<file path="src/rtl/fpcc_pkg.sv">
// Package: shared types and constants for the conditional FP compare unit.
// Assumes the widest supported format is 64-bit IEEE-754 double precision.
package fpcc_pkg;

    localparam int MAG_W = 63;  // exponent + fraction bits of the widest format

    typedef enum logic [1:0] {
        FMT_SINGLE = 2'b00,
        FMT_DOUBLE = 2'b01,
        FMT_RSVD   = 2'b10,
        FMT_HALF   = 2'b11
    } fmt_e;

    // Classified operand, independent of the source format.
    typedef struct packed {
        logic             sign;
        logic [MAG_W-1:0] mag;     // {exponent, fraction}, zero-extended
        logic             is_nan;
        logic             is_snan;
        logic             is_zero;
    } fp_class_t;

    localparam logic [3:0] FLAGS_EQ = 4'b0110;
    localparam logic [3:0] FLAGS_LT = 4'b1000;
    localparam logic [3:0] FLAGS_GT = 4'b0010;
    localparam logic [3:0] FLAGS_UN = 4'b0011;

endpackage

</file>
<file path="src/rtl/fpcc_unpack.sv">
// Module: fpcc_unpack
// Splits one operand bus into sign, magnitude and NaN/zero class for the
// selected format. Assumes the narrow formats sit in the low bits of the bus.
// The reserved format code is treated as double precision.
module fpcc_unpack
    import fpcc_pkg::*;
#(
    parameter int DATA_W     = 64,
    parameter int HALF_EXP   = 5,
    parameter int HALF_MAN   = 10,
    parameter int SINGLE_EXP = 8,
    parameter int SINGLE_MAN = 23,
    parameter int DOUBLE_EXP = 11,
    parameter int DOUBLE_MAN = 52
) (
    input  logic [DATA_W-1:0] word,
    input  fmt_e              fmt,
    output fp_class_t         cls
);

    localparam int NUM_FMT = 3;

    fp_class_t [NUM_FMT-1:0] fmt_cls;

    // One classifier per format. Index 0 is half, 1 is single and 2 is double.
    for (genvar g = 0; g < NUM_FMT; g++) begin : g_fmt
        localparam int EW = (g == 0) ? HALF_EXP : (g == 1) ? SINGLE_EXP : DOUBLE_EXP;
        localparam int MW = (g == 0) ? HALF_MAN : (g == 1) ? SINGLE_MAN : DOUBLE_MAN;

        logic          sgn;
        logic [EW-1:0] ex;
        logic [MW-1:0] mn;
        logic          nan;

        assign sgn = word[EW+MW];
        assign ex  = word[EW+MW-1:MW];
        assign mn  = word[MW-1:0];
        assign nan = (&ex) && (|mn);
        assign fmt_cls[g] = {sgn, MAG_W'({ex, mn}), nan, nan && !mn[MW-1], ~|{ex, mn}};
    end

    // Select the classifier that matches the requested format.
    always_comb begin
        unique case (fmt)
            FMT_HALF:   cls = fmt_cls[0];
            FMT_SINGLE: cls = fmt_cls[1];
            default:    cls = fmt_cls[2];
        endcase
    end

endmodule

</file>
<file path="src/rtl/fpcc_compare.sv">
// Module: fpcc_compare
// Quiet ordered compare of two classified operands, encoded as NZCV.
// Assumes both operands come from the same format, so the magnitudes are
// directly comparable as unsigned integers (subnormals included).
module fpcc_compare
    import fpcc_pkg::*;
(
    input  fp_class_t  opa,
    input  fp_class_t  opb,
    output logic [3:0] cmp_flags,
    output logic       cmp_invalid
);

    logic a_mag_larger;

    assign a_mag_larger = opa.mag > opb.mag;

    // Resolve the ordering relation and the signaling-NaN flag.
    always_comb begin
        cmp_invalid = opa.is_snan || opb.is_snan;
        if (opa.is_nan || opb.is_nan) begin
            cmp_flags = FLAGS_UN;
        end else if (opa.is_zero && opb.is_zero) begin
            cmp_flags = FLAGS_EQ;
        end else if (opa.sign != opb.sign) begin
            cmp_flags = opa.sign ? FLAGS_LT : FLAGS_GT;
        end else if (opa.mag == opb.mag) begin
            cmp_flags = FLAGS_EQ;
        end else begin
            cmp_flags = (a_mag_larger ^ opa.sign) ? FLAGS_GT : FLAGS_LT;
        end
    end

endmodule

</file>
<file path="src/rtl/fpcc_cond.sv">
// Module: fpcc_cond
// Evaluates a 4-bit condition code on the NZCV flags. The upper three bits
// pick the base test and the low bit inverts it. Codes 111x always pass.
module fpcc_cond (
    input  logic [3:0] cond_code,
    input  logic [3:0] flags,
    output logic       pass
);

    logic fn, fz, fc, fv;
    logic base;

    assign {fn, fz, fc, fv} = flags;

    // Base test selected by the upper code bits.
    always_comb begin
        unique case (cond_code[3:1])
            3'b000:  base = fz;
            3'b001:  base = fc;
            3'b010:  base = fn;
            3'b011:  base = fv;
            3'b100:  base = fc && !fz;
            3'b101:  base = (fn == fv);
            3'b110:  base = !fz && (fn == fv);
            default: base = 1'b1;
        endcase
    end

    // Apply the inversion bit, except for the always-pass pair.
    assign pass = (cond_code[3:1] == 3'b111) ? 1'b1 : (base ^ cond_code[0]);

endmodule

</file>
<file path="src/rtl/fpcc_unit.sv">
// Module: fpcc_unit (top)
// Conditional floating-point compare. It tests the condition on the current
// flags, compares the operands when the condition passes, and otherwise loads
// the immediate flags. The result is registered one cycle after in_valid.
// Assumes operands are already read from the register file.
module fpcc_unit
    import fpcc_pkg::*;
#(
    parameter int DATA_W = 64
) (
    input  logic              clk,
    input  logic              rst_n,
    input  logic              in_valid,
    input  logic [DATA_W-1:0] src_a,
    input  logic [DATA_W-1:0] src_b,
    input  logic [1:0]        fmt,
    input  logic [3:0]        cond_code,
    input  logic [3:0]        imm_flags,
    input  logic [3:0]        cur_flags,
    output logic              res_valid,
    output logic [3:0]        res_nzcv,
    output logic              res_invalid
);

    localparam int NUM_OPS = 2;

    logic [NUM_OPS-1:0][DATA_W-1:0] op_bus;
    fp_class_t [NUM_OPS-1:0]        op_cls;
    logic [3:0]                     cmp_flags;
    logic                           cmp_invalid;
    logic                           cond_pass;

    assign op_bus[0] = src_a;
    assign op_bus[1] = src_b;

    // One unpacker per operand.
    for (genvar k = 0; k < NUM_OPS; k++) begin : g_op
        fpcc_unpack #(.DATA_W(DATA_W)) u_unpack (
            .word (op_bus[k]),
            .fmt  (fmt_e'(fmt)),
            .cls  (op_cls[k])
        );
    end

    fpcc_compare u_compare (
        .opa         (op_cls[0]),
        .opb         (op_cls[1]),
        .cmp_flags   (cmp_flags),
        .cmp_invalid (cmp_invalid)
    );

    fpcc_cond u_cond (
        .cond_code (cond_code),
        .flags     (cur_flags),
        .pass      (cond_pass)
    );

    // Result register: capture the compare or the immediate on a strobe.
    always_ff @(posedge clk) begin
        if (!rst_n) begin
            res_valid   <= 1'b0;
            res_nzcv    <= 4'b0000;
            res_invalid <= 1'b0;
        end else begin
            res_valid <= in_valid;
            if (in_valid) begin
                res_nzcv    <= cond_pass ? cmp_flags : imm_flags;
                res_invalid <= cond_pass && cmp_invalid;
            end
        end
    end

    // a strobe yields a valid pulse in the next cycle only.
    assert_valid_follows_R11: assert property (@(posedge clk) disable iff (!rst_n)
        in_valid |=> res_valid);
    assert_valid_idle_R11: assert property (@(posedge clk) disable iff (!rst_n)
        !in_valid |=> !res_valid);
    assert_hold_R11: assert property (@(posedge clk) disable iff (!rst_n)
        !in_valid |=> ($stable(res_nzcv) && $stable(res_invalid)));

    // a failed condition loads the immediate.
    assert_imm_load_R2: assert property (@(posedge clk) disable iff (!rst_n)
        (in_valid && !cond_pass) |=> (res_nzcv == $past(imm_flags)));

    // no invalid flag without a comparison.
    assert_no_invalid_on_fail_R10: assert property (@(posedge clk) disable iff (!rst_n)
        (in_valid && !cond_pass) |=> !res_invalid);

    // an invalid flag only accompanies an unordered result.
    assert_invalid_unordered_R5: assert property (@(posedge clk) disable iff (!rst_n)
        res_invalid |-> (res_nzcv == FLAGS_UN));

    // the always-pass codes never fail.
    assert_always_pass_R8: assert property (@(posedge clk) disable iff (!rst_n)
        (in_valid && cond_code[3:1] == 3'b111) |-> cond_pass);

    // the compare yields exactly one of the four encodings.
    assert_flag_code_R4: assert property (@(posedge clk) disable iff (!rst_n)
        in_valid |-> (cmp_flags == FLAGS_EQ || cmp_flags == FLAGS_LT ||
                      cmp_flags == FLAGS_GT || cmp_flags == FLAGS_UN));

endmodule

</file>
<file path="config.mk">
export PLATFORM = sky130hd
export DESIGN_NAME = fpcc_unit
export DESIGN_NICKNAME = d
export VERILOG_FILES = /design/src/rtl/fpcc_pkg.sv /design/src/rtl/fpcc_unpack.sv /design/src/rtl/fpcc_compare.sv /design/src/rtl/fpcc_cond.sv /design/src/rtl/fpcc_unit.sv
export SDC_FILE = /design/constraint.sdc
export NUM_CORES = 1
export LEC_CHECK = 0
export BUFFER_PORTS_ARGS = -buffer_cell sky130_fd_sc_hd__buf_2
export CORE_ASPECT_RATIO = 1.1
export CORE_MARGIN = 10
export CORE_UTILIZATION = 35
export CTS_BUF_LIST = sky130_fd_sc_hd__clkbuf_4
export DETAILED_ROUTE_END_ITERATION = 10
export PLACE_DENSITY_LB_ADDON = 0.3
export SYNTH_ARGS = -nofsm -noshare
export SYNTH_HDL_FRONTEND = slang
export SYNTH_HIERARCHICAL = 1
export SYNTH_SLANG_ARGS = --single-unit
</file>
<file path="constraint.sdc">
create_clock -name clk -period 3.41 [get_ports clk]
set_clock_uncertainty 0.1 [all_clocks]
set_input_delay 0.1705 -clock clk [delete_from_list [all_inputs] [get_ports clk]]
set_output_delay 0.1705 -clock clk [all_outputs]
set_load 0.02 [all_outputs]
</file>
### Word level (Yosys, flattened, before mapping)

Index checks and enable logic that the tools add are counted.

| word-level totals | value |
|---|---|
| input bits | 145 |
| output and inout bits | 6 |
| bits in registers | 6 |

| operators by class | value |
|---|---|
| bitwise gates (word level) | 2 |
| eq/ne operators | 11 |
| $lt $le $gt $ge | 1 |
| multiplexer cells | 11 |
| reduce and logical (&&, ||, !) cells | 51 |

Operator list:

| cell | number |
|---|---|
| 67-bit one-hot mux with 2 select lines | 2 |
| 63-bit OR reduction | 2 |
| 52-bit OR reduction | 2 |
| 63-bit equality test | 1 |
| 63-bit > comparator | 1 |
| 31-bit OR reduction | 2 |
| 23-bit OR reduction | 2 |
| 15-bit OR reduction | 2 |
| 4-bit 2-to-1 mux | 7 |
| 11-bit AND reduction | 2 |
| 10-bit OR reduction | 2 |
| 1-bit logical AND | 16 |
| 8-bit AND reduction | 2 |
| 1-bit logical NOT | 13 |
| 3-bit equality test (second input constant) | 4 |
| 5-bit AND reduction | 2 |
| 1-bit one-hot mux with 7 select lines | 1 |
| 3-bit by 2-bit equality test with 1-bit output (second input constant) | 2 |
| 3-bit by 1-bit equality test with 1-bit output (second input constant) | 1 |
| 3-bit logical NOT | 1 |
| 2-bit equality test (second input constant) | 1 |
| 2-bit logical NOT | 1 |
| 1-bit logical OR | 2 |
| 1-bit XOR | 2 |
| 3 further kinds | 3 |

### Depth between registers and ports, before layout

Gate-level depths: netlist of run 1.

| logic depth | value |
|---|---|
| depth in word-level cells | 12 |
| depth in mapped cells | 17 |
| depth with buffers taken out | 15 |

### By module

The synthesis of run 1 kept the hierarchy.

By module, submodules not included:

| module | instances | sequential area each (um^2) | cells each | area an instance (um^2) |
|---|---|---|---|---|
| fpcc_compare | 1 | 0.0 | 244 | 1729.2 |
| fpcc_unpack | 2 | 0.0 | 120 | 772.0 |
| fpcc_unit | 1 | 120.1 | 24 | 244.0 |
| fpcc_cond | 1 | 0.0 | 20 | 141.4 |

### Worst setup path before layout of run 1

No wires, ideal clock.

| timing | value |
|---|---|
| path kind | input -> register |
| from | in fmt[0] |
| to | reg res_nzcv[1] |
| arrival time | 2.966 ns |
| setup slack | 0.225 ns |
| cell stages on the path | 16 |
| buffers on the path | 2 |
| library setup time | 0.119 ns |
| cell sequence | inv_1 > ha_1 > clkbuf_1 > nor2_1 > clkbuf_1 > nor2b_1 > ha_1 > nand4_1 > nor4_2 > nand3_1 > nor2_1 > a21oi_1 > nand3_2 > mux2_4 > mux2i_1 > a21oi_1 |

RTL lines:

| what | line | text |
|---|---|---|
| start, declared | fpcc_unit.sv:16 | `input logic [1:0] fmt,` |
| end signal, assigned | fpcc_unit.sv:67 | `res_nzcv <= cond_pass ? cmp_flags : imm_flags;` |
| end, declared | fpcc_unit.sv:21 | `output logic [3:0] res_nzcv,` |

==> flow_metrics.tcl, run 1 <==
set metrics [dict create \
    p_leak_nw 2.14 \
    synth.most_common_cell "inv_1" \
    vias 3995 \
    drc 0 \
    setup_viol 0 \
    ys_seq_area_frac 0.0328 \
    yosys.cell_types.count 50 \
    period_minus_slack_ps 3030 \
    fp-row-count 39 \
    core_area_um2 10300 \
    postSynthCellCount 528 \
    synth_area_um2 3660 \
    first_iter_violations 191 \
    grt_pass1_wl_um 20100 \
    cts.sinks 6 \
    tritoncts "yes" \
    hold_path.class "primary input to flop" \
    synth_top_area_share 0.229 \
    fin_ws_ps 378 \
    fin_tns_setup_ps 0 \
    holdWs_ps 101 \
    fmax_ghz 0.330 \
    ioPinCount 151 \
    rsz0062_at_grt "no" \
    maxCapViolCount 0 \
    hold_path_end "res_valid" \
    layout_worst_path_cycle_share 0.889 \
    die_y_um 127 \
    io_buffers 150 \
    crit_required_ps 3430 \
    cpMaxStageDelayCell "nor2_1" \
    hold_buffers 0 \
    wl_per_cell_um 15.9 \
    path_clk_slew_ps 50 \
    first_pass_iters 4 \
    nNetsFinal 857 \
    clock_latency_ps 240 \
    dp_slack_ps 119 \
    worstMarginPinSlew_ps 587 \
    cts_made_buffers 3 \
    ir_worst_vdd_v 0.0000687 \
    crit_family "simple AND/OR/NAND/NOR gates" \
    critical_path_arrival_ps 3050 \
    grt.overflow.total 0 \
    startpoint_type "primary input" \
    worstHoldStart "rst_n" \
    r2r_start "res_nzcv[3]" \
    path_class "primary input to flop" \
    worstPathMaxFanout 9 \
    synth_seq_cells 6 \
    async_flop_share 0 \
    place_inst 783 \
    root_buffer "clkbuf_4" \
    layoutNonFillerInstCount 787 \
    finalHoldViolCount 0 \
    htreeDepth 1 \
    status "finished, final reports clean" \
    r2r_setup_slack_ps 2680 \
    yosysTopAreaCell "ha_1" \
    cp_num_buf_inv 4 \
    grt_usage 0.156 \
    end_kind "flop" \
    final_core_util 0.423 \
    r2r-end "res_nzcv[3]" \
    drive_gt1_frac 0.278 \
    area.sequential_um2 120 \
    start_util 0.355 \
    ant_nets 0 \
    slew_headroom 0.607 \
    clk_path_buf_depth 2 \
    antenna_found_initial 0 \
    cts_resized 0 \
    path_cells "buf_2 -> inv_1 -> ha_1 -> nor2_1 -> buf_4 -> nor2b_1 -> inv_1 -> ha_1 -> a21oi_1 -> o21ai_0 -> nand2_1 -> o2111ai_1 -> o2111ai_1 -> nand3_2 -> mux2_4 -> mux2i_1 -> a21oi_1" \
    grt_max_degree 39 \
    hpwlAfterDp_um 11200 \
    ys_warn_count 6 \
    synth_common_cells "inv_1, ha_1, and2_1" \
    avgSynthCellArea_um2 6.93 \
    die-area_um2 14900 \
    slowest_delay_ps 460 \
    wl_um 12500 \
    post_cts_buffers 0 \
    synth_enable_flop_cells 0 \
    multi_input_area_um2 2980 \
    p_per_area_nw_per_um2 167 \
    synth_nets 740 \
    gp_congestion 0.878 \
    finalMaxSlewViolations 0 \
    r2r_cells 2 \
    grt_pass1_vias 4317 \
    synth_flop_cell "dfxtp_1" \
    die_width_um 117 \
    hold_path_depth 2 \
    synth_area_leaders "ha_1, and2_1, inv_1" \
    fillers 1147 \
    vias_per_cell 5.08 \
    syn_to_final_growth_pct 19.1 \
]
placed cells by master (no fill, tap or decap), drive strengths merged, types with 7 or more instances in the layout:
cell type	netlist	routed
and2	65	65
nor2	17	17
nor2b	33	33
ha	67	67
inv	72	72
nor3	11	11
nor4	30	30
buf	33	155
nand2	34	34
nand4	25	25
nand3	17	17
a21oi	37	37
o21ai	19	19
mux2i	7	7
worst register-to-register path, stage by stage (launching register included):
cell and delay (ps):
dfxtp_1 320, o21ai_0 140, a21oi_1 60
stage by stage:
stage,total power (W),cell area (um^2)
after floorplan,0.000473,3660
after CTS,0.000731,4360
final,0.000726,4360
after global placement,0.000641,4330
after global routing,0.000809,4360
after detailed placement,0.000659,4330
kinds of logic after synthesis:
kind of cell,Yosys count,share of synthesized area
DFF,6,0.0328
AOI/OAI and AO/OA,82,0.136
xor gates and xnor gates,3,0.00718
and+or+nand+nor,247,0.418
muxes,8,0.0233
adders and majority gates,67,0.229
buffers and inverters,115,0.154
per-layer routing:
metal	part of all wire	wire length (um)	vias to the layer above	GRT usage
li1	-	-	2053	-
met1	0.41	5150	1847	0.173
met2	0.53	6660	84	0.309
met3	0.043	544	11	0.0181
met4	0.015	190	0	0.0349
met5	0	0	-	0
final cells by class:
type	instances	share of cell area
multi-input cells	407	0.683
inverters	72	0.0620
well taps	143	0.0411
flip-flops and latches	6	0.0276
repair buffers	155	0.181
diodes	1	0.000574
clock buffers	3	0.00517
where the power goes:
part,total [W],switching (W),internal (W),leakage [nW]
Sequential,0.0000780,0.00000273,0.0000752,0.0496
Clock,0.0000651,0.0000253,0.0000398,0.0138
Combinational,0.000583,0.000323,0.000260,2.08
Total,0.000726,0.000351,0.000376,2.14
worst max path at each step:
stage	from	end	slack, ps	cells past startpoint
global route	fmt[0]	res_nzcv[1]	110	16
CTS	fmt[0]	res_nzcv[1]	380	17
global placement	fmt[0]	res_nzcv[1]	240	16
detailed placement	fmt[0]	res_nzcv[1]	120	16
floorplan	fmt[0]	res_nzcv[1]	220	16
finish	fmt[0]	res_nzcv[1]	380	17
state kept, by name (all words and copies together), names as in the netlist:
| signal | count |
|---|---|
| res_nzcv | 4 |
| res_invalid | 1 |
| res_valid | 1 |
(Power assumes the default switching activity.)
==> inputs of run 2 (changes only) <==
--- a/config.mk
+++ b/config.mk
@@ -11,7 +11,6 @@
 export CORE_UTILIZATION = 35
 export CTS_BUF_LIST = sky130_fd_sc_hd__clkbuf_4
 export DETAILED_ROUTE_END_ITERATION = 10
-export PLACE_DENSITY_LB_ADDON = 0.3
 export SYNTH_ARGS = -nofsm -noshare
 export SYNTH_HDL_FRONTEND = slang
 export SYNTH_HIERARCHICAL = 1
==> run 2 against run 1 <==
Non-clock buffer count unchanged. Combinational power down 0.7%. Largest cell class unchanged. Highest routed layer unchanged. Final cell count down 0.13%. Wire length down 1.7%. Utilization about the same. Final area about the same. Hold slack worse by 1.4 ps. Clock power up 2%. Worst setup slack better by 19 ps. Sequential share of layout area about the same. Critical path depth unchanged. Maximum frequency up 0.63%.
==> flow_metrics.tcl, run 2 (synthesis gave the netlist of run 1 again) <==
set metrics [dict create \
    antenna_found_initial 0 \
    p_int_w 0.000376 \
    r2r_start "res_nzcv[1]" \
    p_per_area_nw_per_um2 166 \
    core_area_um2 10300 \
    p_leak_nw 2.14 \
    fmax_ghz 0.332 \
    worstPathMaxFanout 9 \
    startpoint_type "primary input" \
    syn_to_final_growth_pct 19.0 \
    grt_pass1_wl_um 20000 \
    worstHoldStart "rst_n" \
    vias_per_cell 5.05 \
    regMostFlops "res_nzcv" \
    path_class "primary input to flop" \
    fin_tns_setup_ps 0 \
    die_y_um 127 \
    clock_latency_ps 240 \
    cts_made_buffers 3 \
    die_width_um 117 \
    period_minus_slack_ps 3010 \
    hold_path_end "res_valid" \
    io_buffers 150 \
    place_inst 783 \
    layout_common_cells "buf_2, inv_1, ha_1" \
    wl_um 12300 \
    grt_usage 0.156 \
    path_cells "buf_2 -> inv_1 -> ha_1 -> nor2_1 -> buf_4 -> nor2b_1 -> inv_1 -> ha_1 -> a21oi_1 -> o21ai_1 -> nand2_1 -> o2111ai_1 -> o2111ai_1 -> nand3_2 -> mux2_4 -> mux2i_1 -> a21oi_1" \
    hold_buffers 0 \
    path_clk_slew_ps 50 \
    final_common_cell "buf_2" \
    r2r_cells 2 \
    p_seq_frac 0.108 \
    fp-row-count 39 \
    ioPinCount 151 \
    clk_path_buf_depth 2 \
    ir_worst_vdd_v 0.0000669 \
    r2r-end "res_nzcv[1]" \
    start_util 0.355 \
    drc 0 \
    finalHoldViolCount 0 \
    post_cts_buffers 0 \
    cp_num_buf_inv 4 \
    status "finished, final reports clean" \
    nNetsFinal 857 \
    ant_nets 0 \
    grt_max_degree 39 \
    crit_required_ps 3440 \
    layoutNonFillerInstCount 786 \
    r2r_setup_slack_ps 2670 \
    cpMaxStageDelayCell "nor2_1" \
    root_buffer "clkbuf_4" \
    gp_congestion 0.852 \
    end_kind "flop" \
    wl_per_cell_um 15.7 \
    combPwrFrac 0.801 \
    drive_gt1_frac 0.278 \
    die-area_um2 14900 \
    htreeDepth 1 \
    maxCapViolCount 0 \
    tritoncts "yes" \
    grt_pass1_vias 4247 \
    first_iter_violations 137 \
    critical_path_arrival_ps 3040 \
    layout_worst_path_cycle_share 0.884 \
    largest_reg_flops 4 \
    setup_viol 0 \
    reg.largest.list "res_nzcv: 4 flops, res_invalid: 1 flops, res_valid: 1 flops" \
    hold_path_depth 2 \
    first_pass_iters 4 \
    switching_share 0.481 \
    worstMarginPinSlew_ps 590 \
    grt.overflow.total 0 \
    n_antenna_cell 0 \
    cts.sinks 6 \
    vias 3967 \
    p_sw_w 0.000348 \
    pwr-share-clk 0.091 \
    slew_headroom 0.605 \
    rsz0062_at_grt "no" \
    hpwlAfterDp_um 11100 \
    finalMaxSlewViolations 0 \
    cts_resized 0 \
    slowest_delay_ps 460 \
    hold_path.class "primary input to flop" \
    crit_family "simple AND/OR/NAND/NOR gates" \
]
-- run 2: cell count changes in the layout (fill, tap and decap cells not counted), sizes merged --
cell / previous run / this run
diode: 1 / 0
-- run 2: cell type report --
class / count / area, um^2
tap: 143 / 179
multi-input combinational: 407 / 2980
timing repair buffer: 155 / 788
fill: 1122 / 5940
clock buffer: 3 / 22.5
inverter: 72 / 270
sequential: 6 / 120
-- run 2: worst register-to-register path, cell delays in order, from the launching register on --
cell     delay (ps)
dfxtp_1         320
o21ai_0         150
a21oi_1          50
-- run 2: metrics by stage --
step / power [W] / hold slack, ps / setup slack [ps] / util / cell area, um^2
after global routing: 0.000813 / 108 / 141 / 0.423 / 4360
after detailed placement: 0.000657 / 352 / 164 / 0.421 / 4330
after global placement: 0.000644 / 346 / 241 / 0.421 / 4330
after CTS: 0.000727 / 95.1 / 413 / 0.423 / 4360
after floorplan: 0.000473 / 198 / 225 / - / 3660
final: 0.000724 / 99.6 / 397 / 0.423 / 4360
-- run 2: worst max path at each step --
stage / endpoint / from / slack (ps) / depth (start not counted)
6_report: res_nzcv[1] / fmt[0] / 400 / 17
3_5_place_dp: res_nzcv[1] / fmt[0] / 160 / 17
2_1_floorplan: res_nzcv[1] / fmt[0] / 220 / 16
4_1_cts: res_nzcv[1] / fmt[0] / 410 / 17
5_1_grt: res_nzcv[1] / fmt[1] / 140 / 16
3_3_place_gp: res_nzcv[1] / fmt[0] / 240 / 16
-- run 2: power by group through the flow --
stage               logic, W  clock network [W]  registers (W)
global placement    0.000564                  0      0.0000792
global route        0.000662          0.0000728      0.0000782
floorplan           0.000388                  0      0.0000844
detailed placement  0.000577                  0      0.0000794
finish              0.000579          0.0000661      0.0000780
CTS                 0.000581          0.0000680      0.0000780
-- run 2: metal layers --
| metal | vias to the layer above | GRT usage | wire length, um |
|---|---|---|---|
| met2 | 91 | 0.307 | 6500 |
| met1 | 1817 | 0.178 | 5230 |
| met3 | 8 | 0.0181 | 500 |
| li1 | 2051 | - | - |
| met4 | 0 | 0.0211 | 98 |
| met5 | - | 0 | 0 |
==> inputs of run 3 (changes only) <==
--- a/config.mk
+++ b/config.mk
@@ -9,7 +9,8 @@
 export CORE_ASPECT_RATIO = 1.1
 export CORE_MARGIN = 10
 export CORE_UTILIZATION = 35
-export CTS_BUF_LIST = sky130_fd_sc_hd__clkbuf_4
+export CTS_BUF_LIST = sky130_fd_sc_hd__clkbuf_8
+export CTS_CLUSTER_SIZE = 24
 export DETAILED_ROUTE_END_ITERATION = 10
 export SYNTH_ARGS = -nofsm -noshare
 export SYNTH_HDL_FRONTEND = slang
==> run 3 against run 2 <==
Worst setup slack got worse by 18 ps. Sequential cell count unchanged. Critical endpoint unchanged. Sequential share of layout area about the same. Via count about the same. Utilization increased by 0.18 points. Critical path type unchanged.
==> flow_metrics.tcl, run 3 (synthesis gave the netlist of run 1 again) <==
set metrics [dict create \
    p_sw_w 0.000356 \
    grt.overflow.total 0 \
    ioPinCount 151 \
    clock_latency_ps 230 \
    drive_gt1_frac 0.278 \
    die-area_um2 14900 \
    htreeDepth 1 \
    die_y_um 127 \
    ant_nets 0 \
    startpoint_type "primary input" \
    io_buffers 150 \
    fillers 1116 \
    path_clk_slew_ps 40 \
    regMostFlops "res_nzcv" \
    grt_usage 0.156 \
    holdWs_ps 115 \
    critical_path_arrival_ps 3040 \
    first_pass_iters 4 \
    slew_headroom 0.605 \
    cts_resized 0 \
    path_class "primary input to flop" \
    place_inst 783 \
    first_iter_violations 146 \
    grt_pass1_wl_um 20000 \
    cts.sinks 6 \
    combPwrFrac 0.753 \
    post_cts_buffers 0 \
    layoutNonFillerInstCount 786 \
    setup_viol 0 \
    fmax_ghz 0.330 \
    reg.largest.list "res_nzcv: 4 flops, res_invalid: 1 flops, res_valid: 1 flops" \
    fp-row-count 39 \
    p_int_w 0.000412 \
    period_minus_slack_ps 3030 \
    cts_made_buffers 3 \
    hpwlAfterDp_um 11100 \
    end_kind "flop" \
    area.sequential_um2 120 \
    pwr-share-clk 0.145 \
    die_width_um 117 \
    tritoncts "yes" \
    finalHoldViolCount 0 \
    n_antenna_cell 0 \
    clk_path_buf_depth 2 \
    fin_tns_setup_ps 0 \
    root_buffer "clkbuf_8" \
    worstPathMaxFanout 9 \
    p_leak_nw 2.15 \
    grt_pass1_vias 4243 \
    worstMarginPinSlew_ps 590 \
    layout_worst_path_cycle_share 0.889 \
    vias 3969 \
    start_util 0.355 \
    r2r_cells 2 \
    syn_to_final_growth_pct 19.6 \
    r2r_setup_slack_ps 2680 \
    rsz0062_at_grt "no" \
    wl_um 12300 \
    hold_buffers 0 \
    grt_max_degree 39 \
    crit_required_ps 3420 \
    gp_congestion 0.852 \
    core_area_um2 10300 \
    critPathLaunch "fmt[0]" \
    r2r_start "res_nzcv[1]" \
    p_per_area_nw_per_um2 176 \
    nNetsFinal 857 \
    drc 0 \
    largest_reg_flops 4 \
    switching_share 0.464 \
    hold_path.class "primary input to flop" \
    vias_per_cell 5.05 \
    crit_end "res_nzcv[1]" \
    wl_per_cell_um 15.7 \
    r2r-end "res_nzcv[1]" \
    multi_input_area_um2 2980 \
    p_seq_frac 0.102 \
    maxCapViolCount 0 \
    layout_common_cells "buf_2, inv_1, ha_1" \
    final_common_cell "buf_2" \
    dp_slack_ps 164 \
    finalMaxSlewViolations 0 \
    fin_ws_ps 379 \
    antenna_found_initial 0 \
    status "finished, final reports clean" \
    ir_worst_vdd_v 0.0000869 \
]
==> run 3: cell counts in the layout (fill, tap and decap cells not counted) <==
No cell type changed its count.
==> run 3: metrics by stage <==
| stage | instance area [um^2] | util | power (W) |
|---|---|---|---|
| final | 4370 | 0.425 | 0.000769 |
| after CTS | 4370 | 0.425 | 0.000770 |
| after global placement | 4330 | 0.421 | 0.000644 |
| after global routing | 4370 | 0.425 | 0.000854 |
| after detailed placement | 4330 | 0.421 | 0.000657 |
| after floorplan | 3660 | - | 0.000473 |
==> run 3: routing by layer <==
metal / vias up / part of all wire / global-route usage
met2: 89 / 0.53 / 0.307
met3: 10 / 0.044 / 0.0167
met5: - / 0 / 0
met4: 0 / 0.0084 / 0.0233
met1: 1820 / 0.42 / 0.178
li1: 2050 / - / -
==> run 3: final cells by class <==
type	instances	area share
Timing Repair Buffer	155	0.180
Multi-Input combinational cell	407	0.680
Inverter	72	0.0618
Clock buffer	3	0.00944
Tap cell	143	0.0409
Sequential cell	6	0.0275
==> run 3: worst min path at each step <==
stage | slack (ps) | depth (start not counted) | from | end
2_1_floorplan | 200 | 1 | rst_n | res_valid
3_3_place_gp | 350 | 2 | rst_n | res_valid
3_5_place_dp | 350 | 2 | rst_n | res_valid
4_1_cts | 120 | 2 | rst_n | res_valid
5_1_grt | 140 | 2 | rst_n | res_valid
6_report | 110 | 2 | rst_n | res_valid
==> run 3: power by group through the flow <==
stage | Clock [W] | Combinational [W] | Sequential, W
detailed placement | 0 | 0.000577 | 0.0000794
floorplan | 0 | 0.000388 | 0.0000844
global route | 0.000114 | 0.000662 | 0.0000785
global placement | 0 | 0.000564 | 0.0000792
finish | 0.000111 | 0.000579 | 0.0000781
CTS | 0.000111 | 0.000581 | 0.0000782
==> run 3: worst max-delay path, stage by stage <==
cell and delay, ps:
buf_2 120, inv_1 50, ha_1 300, nor2_1 460, buf_4 260, nor2b_1 60, inv_1 50, ha_1 230
a21oi_1 150, o21ai_1 80, nand2_1 70, o2111ai_1 120, o2111ai_1 250, nand3_2 150, mux2_4 310, mux2i_1 120
a21oi_1 80
